File: config.mk
export PLATFORM = sky130hd
export DESIGN_NAME = timing_wheel
export DESIGN_NICKNAME = d
export VERILOG_FILES = /design/src/rtl/timing_wheel.sv
export SDC_FILE = /design/constraint.sdc
export NUM_CORES = 2
export LEC_CHECK = 0
export ABC_AREA = 1
export ABC_CLOCK_PERIOD_IN_PS = 19780
export BUFFER_PORTS_ARGS = -buffer_cell sky130_fd_sc_hd__buf_4
export CAP_MARGIN = 5
export CORE_MARGIN = 3
export CORE_UTILIZATION = 40
export CTS_BUF_LIST = sky130_fd_sc_hd__clkbuf_4 sky130_fd_sc_hd__clkbuf_8 sky130_fd_sc_hd__clkbuf_16
export CTS_CLUSTER_SIZE = 28
export DETAILED_ROUTE_END_ITERATION = 16
export GPL_ROUTABILITY_DRIVEN = 0
export GPL_TIMING_DRIVEN = 0
export PLACE_DENSITY = 0.61
export SLEW_MARGIN = 20
export SYNTH_ARGS = -nofsm -noshare
export SYNTH_HDL_FRONTEND = slang
export SYNTH_SLANG_ARGS = --single-unit
File: constraint.sdc
create_clock -name clk -period 19.78 [get_ports clk]
set_clock_uncertainty 0.1 [all_clocks]
set_input_delay 3.956 -clock clk [delete_from_list [all_inputs] [get_ports clk]]
set_output_delay 3.956 -clock clk [all_outputs]
set_load 0.01 [all_outputs]
File: src/rtl/timing_wheel.sv
module timing_wheel #(
  parameter int TW    = 16,
  parameter int IDW   = 4,
  parameter int VW    = 1,
  parameter int SLOTS = 8,
  parameter int POOL  = 32,
  parameter int OVF   = 8
) (
  input  logic           clk,
  input  logic           rst_n,
  input  logic           sch_valid,
  input  logic [TW-1:0]  sch_time,
  input  logic [IDW-1:0] sch_id,
  input  logic [VW-1:0]  sch_val,
  input  logic           pop_req,
  input  logic           adv,
  output logic [TW-1:0]  now_time,
  output logic           pend,
  output logic           busy,
  output logic           idle,
  output logic           pop_valid,
  output logic [IDW-1:0] pop_id,
  output logic [VW-1:0]  pop_val,
  output logic           err_late,
  output logic           err_full
);
  localparam int SW   = $clog2(SLOTS);
  localparam int PW   = $clog2(POOL);
  localparam int OW   = $clog2(OVF);
  localparam int NSIG = 1 << IDW;

  logic [TW-1:0]  tc;
  logic           busy_q;
  logic [SLOTS-1:0] sv;
  logic [PW-1:0]  hd [SLOTS];
  logic [PW-1:0]  tl [SLOTS];
  logic [PW-1:0]  nxt [POOL];
  logic [IDW-1:0] e_id [POOL];
  logic [VW-1:0]  e_val [POOL];
  logic [PW-1:0]  free_hd;
  logic [PW:0]    free_cnt, wheel_cnt;
  logic [OVF-1:0] ov_v;
  logic [TW-1:0]  ov_t [OVF];
  logic [IDW-1:0] ov_id [OVF];
  logic [VW-1:0]  ov_val [OVF];
  logic [VW-1:0]  sigv [NSIG];

  logic [SW-1:0]  cur;
  logic [TW-1:0]  sch_dt;
  logic           sch_late, sch_near, do_sch, do_pop, do_adv, pop_go;
  logic           ov_hit, ov_has_free;
  logic [OW-1:0]  ov_hidx, ov_fidx;
  logic [TW-1:0]  ov_min;
  logic           pool_ok, mig_go, ins_go, ovf_go, full_err;
  logic [SW-1:0]  ins_slot;
  logic [IDW-1:0] ins_id;
  logic [VW-1:0]  ins_val;
  logic [PW-1:0]  pnode;

  assign now_time = tc;
  assign busy     = busy_q;
  assign cur      = tc[SW-1:0];
  assign pend     = sv[cur];
  assign idle     = (wheel_cnt == '0) && (ov_v == '0);

  assign sch_dt   = sch_time - tc;
  assign sch_late = sch_time < tc;
  assign sch_near = !sch_late && (sch_dt < TW'(SLOTS));
  assign do_sch   = sch_valid && !busy_q;
  assign do_pop   = pop_req && !sch_valid && !busy_q;
  assign do_adv   = adv && !pop_req && !sch_valid && !busy_q && !pend && !idle;
  assign pop_go   = do_pop && pend;
  assign pnode    = hd[cur];

  always_comb begin
    ov_hit = 1'b0; ov_hidx = '0; ov_has_free = 1'b0; ov_fidx = '0;
    for (int k = OVF - 1; k >= 0; k--) begin
      if (ov_v[k] && ov_t[k] >= tc && (ov_t[k] - tc) < TW'(SLOTS)) begin
        ov_hit = 1'b1; ov_hidx = OW'(k);
      end
      if (!ov_v[k]) begin
        ov_has_free = 1'b1; ov_fidx = OW'(k);
      end
    end
    ov_min = '1;
    for (int k = 0; k < OVF; k++)
      if (ov_v[k] && ov_t[k] < ov_min) ov_min = ov_t[k];
  end

  assign pool_ok  = free_cnt != '0;
  assign mig_go   = busy_q && ov_hit && pool_ok;
  assign ins_go   = mig_go || (do_sch && sch_near && pool_ok);
  assign ins_slot = busy_q ? ov_t[ov_hidx][SW-1:0] : sch_time[SW-1:0];
  assign ins_id   = busy_q ? ov_id[ov_hidx] : sch_id;
  assign ins_val  = busy_q ? ov_val[ov_hidx] : sch_val;
  assign ovf_go   = do_sch && !sch_late && !sch_near && ov_has_free;
  assign full_err = do_sch && !sch_late && (sch_near ? !pool_ok : !ov_has_free);

  always_ff @(posedge clk) begin
    if (!rst_n) begin
      tc <= '0; busy_q <= 1'b0; sv <= '0; free_hd <= '0;
      free_cnt <= (PW+1)'(POOL); wheel_cnt <= '0; ov_v <= '0;
      pop_valid <= 1'b0; pop_id <= '0; pop_val <= '0;
      err_late <= 1'b0; err_full <= 1'b0;
      for (int i = 0; i < SLOTS; i++) begin hd[i] <= '0; tl[i] <= '0; end
      for (int i = 0; i < POOL; i++) begin
        nxt[i] <= PW'((i + 1) % POOL); e_id[i] <= '0; e_val[i] <= '0;
      end
      for (int i = 0; i < OVF; i++) begin ov_t[i] <= '0; ov_id[i] <= '0; ov_val[i] <= '0; end
      for (int i = 0; i < NSIG; i++) sigv[i] <= '0;
    end else begin
      pop_valid <= 1'b0;
      err_late  <= do_sch && sch_late;
      err_full  <= full_err;

      if (ins_go) begin
        free_hd         <= nxt[free_hd];
        e_id[free_hd]   <= ins_id;
        e_val[free_hd]  <= ins_val;
        if (sv[ins_slot]) nxt[tl[ins_slot]] <= free_hd;
        else              hd[ins_slot]      <= free_hd;
        tl[ins_slot]    <= free_hd;
        sv[ins_slot]    <= 1'b1;
        free_cnt        <= free_cnt - 1'b1;
        wheel_cnt       <= wheel_cnt + 1'b1;
      end
      if (mig_go) ov_v[ov_hidx] <= 1'b0;
      if (ovf_go) begin
        ov_v[ov_fidx]   <= 1'b1;
        ov_t[ov_fidx]   <= sch_time;
        ov_id[ov_fidx]  <= sch_id;
        ov_val[ov_fidx] <= sch_val;
      end

      if (pop_go) begin
        hd[cur]   <= nxt[pnode];
        if (tl[cur] == pnode) sv[cur] <= 1'b0;
        nxt[pnode] <= free_hd;
        free_hd    <= pnode;
        free_cnt   <= free_cnt + 1'b1;
        wheel_cnt  <= wheel_cnt - 1'b1;
        pop_valid  <= e_val[pnode] != sigv[e_id[pnode]];
        pop_id     <= e_id[pnode];
        pop_val    <= e_val[pnode];
        sigv[e_id[pnode]] <= e_val[pnode];
      end

      if (do_adv) busy_q <= 1'b1;
      if (busy_q && !mig_go) begin
        if (pend)                                  busy_q <= 1'b0;
        else if (wheel_cnt == '0 && ov_v != '0)    tc <= ov_min;
        else                                       tc <= tc + 1'b1;
      end
    end
  end

  p_time_mono_r8: assert property (@(posedge clk) disable iff (!rst_n)
    1'b1 |=> (tc >= $past(tc)));
  p_adv_blocked_r7: assert property (@(posedge clk) disable iff (!rst_n)
    (!busy_q && pend) |=> (tc == $past(tc)));
  p_busy_lands_r8: assert property (@(posedge clk) disable iff (!rst_n)
    $fell(busy_q) |-> pend);
  p_late_nostore_r4: assert property (@(posedge clk) disable iff (!rst_n)
    (sch_valid && !busy_q && sch_time < tc) |=> (wheel_cnt == $past(wheel_cnt) && ov_v == $past(ov_v)));
  p_idle_empty_r9: assert property (@(posedge clk) disable iff (!rst_n)
    idle |-> !pend);
  p_busy_nopop_r11: assert property (@(posedge clk) disable iff (!rst_n)
    busy_q |=> !pop_valid);
  p_pool_full_r10: assert property (@(posedge clk) disable iff (!rst_n)
    (sch_valid && !busy_q && sch_near && wheel_cnt == (PW+1)'(POOL)) |=> (wheel_cnt == (PW+1)'(POOL)));
endmodule

# --- Yosys cells after proc, flatten, opt, wreduce, memory -nomap -nowiden ---
# Memories as Yosys holds them, arrays and structs flattened. A register that Yosys moved wholly into a read port is not among the register bits.
# Cells that the tools add are included.
totals:
  ff_bits: 58
  mem_bits_rw: 584
  in_bits: 26
  output_inout_bits: 27
  n_memories: 9
classes:
  n_addsub: 14
  order_cmp: 34
  eq_ne: 2
  n_mux: 130
  n_bitwise: 7
  reduce_logical: 79
memory_table:
  columns: ["memory", "words", "word_bits", "read_ports", "rd_clocked_by_memory_dff", "write_ports", "line_no", "text"]
  rows:
  - ["nxt", 32, 5, 2, 1, 32, "37", "logic [PW-1:0] nxt [POOL];"]
  - ["e_id", 32, 4, 1, 0, 32, "38", "logic [IDW-1:0] e_id [POOL];"]
  - ["ov_t", 8, 16, 9, 0, 8, "43", "logic [TW-1:0] ov_t [OVF];"]
  - ["hd", 8, 5, 1, 1, 8, "35", "logic [PW-1:0] hd [SLOTS];"]
  - ["tl", 8, 5, 2, 1, 8, "36", "logic [PW-1:0] tl [SLOTS];"]
  - ["e_val", 32, 1, 1, 0, 32, "39", "logic [VW-1:0] e_val [POOL];"]
  - ["3 more memories", null, null, null, null, null, null, null]
op_table:
  columns: ["cell", "count"]
  rows:
  - ["16-bit two-way mux", 10]
  - ["16-bit by 4-bit < comparator with 1-bit output, second input constant", 9]
  - ["16-bit subtractor", 9]
  - ["16-bit greater-or-equal comparator", 8]
  - ["16-bit < comparator", 8]
  - ["3-bit two-way mux", 27]
  - ["5-bit two-way mux", 13]
  - ["1-bit two-way mux", 59]
  - ["8-bit two-way mux", 7]
  - ["1-bit logical AND", 50]
  - ["5-bit OR reduction", 5]
  - ["6-bit two-way mux", 4]
  - ["16-bit by 1-bit adder with 16-bit output, second input constant", 1]
  - ["8-bit AND", 2]
  - ["16-bit < comparator, second input constant", 1]
  - ["3-bit by 4-bit < comparator with 1-bit output, second input constant", 4]
  - ["4-bit two-way mux", 4]
  - ["8-bit NOT", 2]
  - ["8-bit OR", 2]
  - ["16-bit OR reduction", 1]
  - ["6-bit by 1-bit adder with 6-bit output, second input constant", 2]
  - ["1-bit demux with 3-bit select", 4]
  - ["3-bit by 1-bit greater-or-equal comparator with 1-bit output, second input constant", 4]
  - ["6-bit by 1-bit subtractor with 6-bit output, second input constant", 2]
  - ["14 further kinds", 28]

# --- Depth between registers and ports, before layout ---
depth:
  depth_word: 27
  depth_mapped: 96

# --- Worst setup path before layout ---
# No wires, ideal clock.
synth_timing:
  kind: "register to register"
  start: "mem ov_t[0][13]"
  end: "reg (tool-made name)"
  setup_ns: 0.123
  t_arrival_ns: 11.988
  required_ns: 19.557
  slack_ns: 7.568
  path_stages_with_launch: 74
  path_buffers: 12
  path_cell_list: "edfxtp_1 nand2_1 inv_2 nand2_1 nor2_1 nand2_2 nand2_1 clkbuf_1 nor2_1 ha_1 a21oi_1 nor2_1 nor4_2 nand2_2 buf_6 buf_2 nand2_1 o21ai_0 [38 not listed] ha_1 a21oi_1 o21ai_0 nand3_1 a21oi_1 a2111oi_0 nand2_2 clkbuf_1 nand2_1 o21ai_0 ha_1 a21oi_1 o211ai_1 nor2_2 buf_2 nand3_1 nand3_1 a21oi_1"
synth_rtl:
  columns: ["element", "line_no"]
  rows:
  - ["from (decl)", "43"]

==> impl_metrics.ini <==
[sta]
finalSetupViolations = 0
finalSetupTns_ps = 0
rsz0062_at_grt = false
drv_slew = 0
slew_headroom = 0.177
final_hold_viol_count = 0
whs_ps = 376
max_freq_mhz = 62.2
fin_crit_ps = 16070
finalCritPeriodShare = 0.813
tightest_slew_ps = 1230
setup_slack_ps = 3710

[synthesis]
synth_cell_types = 67
ys_seq_elements = 650
synth.net_count = 5300
ys_seq_area_frac = 0.447
postSynthCellCount = 5025
yosysWarnings = 0
synth_top_flop_cell = edfxtp_1
async_flop_share = 0
syn_area_mm2 = 0.0409
postSynthAreaPerCell_um2 = 8.15
synth_edf_count = 528

[detailed_routing]
firstDrtPassIters = 7
vias = 38536
drc_errors = 0
avgViaCountPerCell = 5.86
drtIter0Drc = 5120
wirelength_mm = 149
ant_nets = 0
wl_per_cell_um = 22.6

[pwr]
p_sw_mw = 1.17
seqPwrFrac = 0.418
clkPwrFrac = 0.379
power_mw = 3.70
leakage_nw = 18.1
p_int_mw = 2.53
switching_share = 0.317
p_per_area_mw_per_mm2 = 81.1
combPwrFrac = 0.203
ir_drop_mv = 0.0597

[placement]
post-place-cells = 6436
port_buffers = 51
dp_slack_ps = 3800
placed_cell_area_mm2 = 0.0431
hpwl_mm = 110

[final_layout]
final_nets = 5432
mostFrequentLayoutCell = nor2_1
layout_common_cells = 947 x nor2_1, 836 x nand2_1, 536 x o21ai_0
drive_gt1_frac = 0.0740
final_cells = 6578
area_growth_pct = 11.2
design_area_mm2 = 0.0456
final_util = 0.452

[critical_path]
rrSetupSlack_ps = 3710
critPathBufInv = 16
arrival_ps = 16510
worstSetupStartpointType = flip-flop
cp_max_fo = 10
cp_slowest_cell = a2111oi_0
slowest_delay_ps = 690
cp.required_ps = 20220
critPathTopFamily = compound AO/OA/AOI/OAI gates
worst-setup-path-type = reg2reg
endpoint_kind = flip-flop

[clock_network]
worstSkewPairLatency_ps = 670
cts_buffers = 75
ctsHtreeMaxLevel = 3
cts_hold_buffers = 0
clock_path_buffers = 3
cts_setup_buffers = 0
cts.sinks = 650
cts.clk_slew.worst_paths_ps = 60
cts-root-buf = clkbuf_16
cts_tree = yes
cts-resized-gates = 0

[grt]
grt_pass1_vias = 34977
grt.total_usage = 0.269
gr-total-overflow = 0
grt_max_degree = 21
antenna_found_initial = 5
grt_pass1_wl_mm = 217

[floorplanning]
die_w_um = 326
die-area_mm2 = 0.106
design.core.area_mm2 = 0.101
die_height_um = 326
start_util = 0.406
ios = 53
rows = 116

[run]
cap_viol_max_count = 0

[worst_hold_path]
hp-class = reg2reg

[outcome]
status = complete, no violations
==> Yosys cell counts (all sizes together) (3+ instances only) <==
master | instances | area share
clkbuf | 190 | 0.017
a2111oi | 6 | 0.0013
clkinv | 11 | 0.0010
xnor2 | 38 | 0.0081
a41oi | 3 | 0.00064
a211oi | 24 | 0.0048
nand2 | 886 | 0.085
nand3 | 276 | 0.034
a31oi | 17 | 0.0026
o32ai | 5 | 0.0011
or2 | 13 | 0.0020
o22ai | 49 | 0.0075
nor2 | 967 | 0.091
o221ai | 90 | 0.019
a22oi | 3 | 0.00055
edfxtp | 528 | 0.39
nor4b | 6 | 0.0013
dfxtp | 122 | 0.060
a21o | 18 | 0.0033
ha | 247 | 0.075
xor2 | 56 | 0.012
mux2 | 9 | 0.0025
inv | 410 | 0.038
o211ai | 34 | 0.0062
o21ai | 558 | 0.069
o31ai | 7 | 0.0013
and2 | 5 | 0.00076
nor3 | 50 | 0.0065
o21bai | 24 | 0.0044
nor3b | 6 | 0.0011
nor4 | 18 | 0.0029
nand3b | 7 | 0.0016
a21oi | 204 | 0.027
buf | 39 | 0.0054
o311ai | 6 | 0.0013
a221oi | 15 | 0.0038
nand4 | 64 | 0.0098
==> power groups by stage <==
stage	Clock, mW	Sequential, mW	Combinational [mW]
after floorplan	0	1.56	0.495
after global placement	0	1.57	0.713
after detailed placement	0	1.57	0.724
after CTS	1.40	1.54	0.727
after global routing	1.46	1.55	0.814
final	1.40	1.54	0.751
==> final cells by class <==
type                            instances  area, µm²
Fill cell                            9930      55300
Buffer                                229        938
Multi-Input combinational cell       3725      20200
Clock inverter                         38        323
Clock buffer                           99       2120
Timing Repair Buffer                   55        407
Tap cell                             1357       1700
Sequential cell                       650      18300
Antenna cell                            4       10.0
Inverter                              421       1580
==> metal layers <==
layer | up-vias | global-route usage | part of all wire
met2 | 2229 | 0.406 | 0.43
li1 | 17684 | - | -
met4 | 0 | 0.109 | 0.042
met1 | 18192 | 0.377 | 0.42
met3 | 431 | 0.0545 | 0.11
met5 | - | 0 | 0
==> flip-flops by register name, indices dropped and copies added (netlist names), 4 cells and up, named ones only <==
name       count
ov_val         8
wheel_cnt      6
e_id         128
e_val         32
now_time      16
sv             8
ov_t         128
free_hd        5
tl            40
pop_id         4
nxt          160
ov_v           8
sigv          16
hd            40
ov_id         32
free_cnt       6
==> tightest hold or removal path, delay by kind of cell (launching register included) <==
| kind | cells | cell delay [ps] |
|---|---|---|
| simple gates | 2 | 120 |
| flops | 1 | 320 |
==> cells by family after synthesis <==
| group | after synthesis | synth area share |
|---|---|---|
| AND/OR/NAND/NOR | 2301 | 0.237 |
| AO/OA/AOI/OAI | 1072 | 0.155 |
| buffers and inverters | 650 | 0.0614 |
| flip-flops | 650 | 0.447 |
| adder cells (fa/ha/maj) | 249 | 0.0765 |
| XOR/XNOR | 94 | 0.0201 |
| multiplexers | 9 | 0.00248 |
==> worst paths after layout <==
path,startpoint,end,depth (start not counted)
worst min register to register,free_cnt[5],free_cnt[5],2
worst min-delay path,free_cnt[5],free_cnt[5],2
worst max-delay path,ov_t[0][12],now_time[4],75
worst max register to register,ov_t[0][12],now_time[4],75
Note: power is estimated with default switching activity, not from simulation.
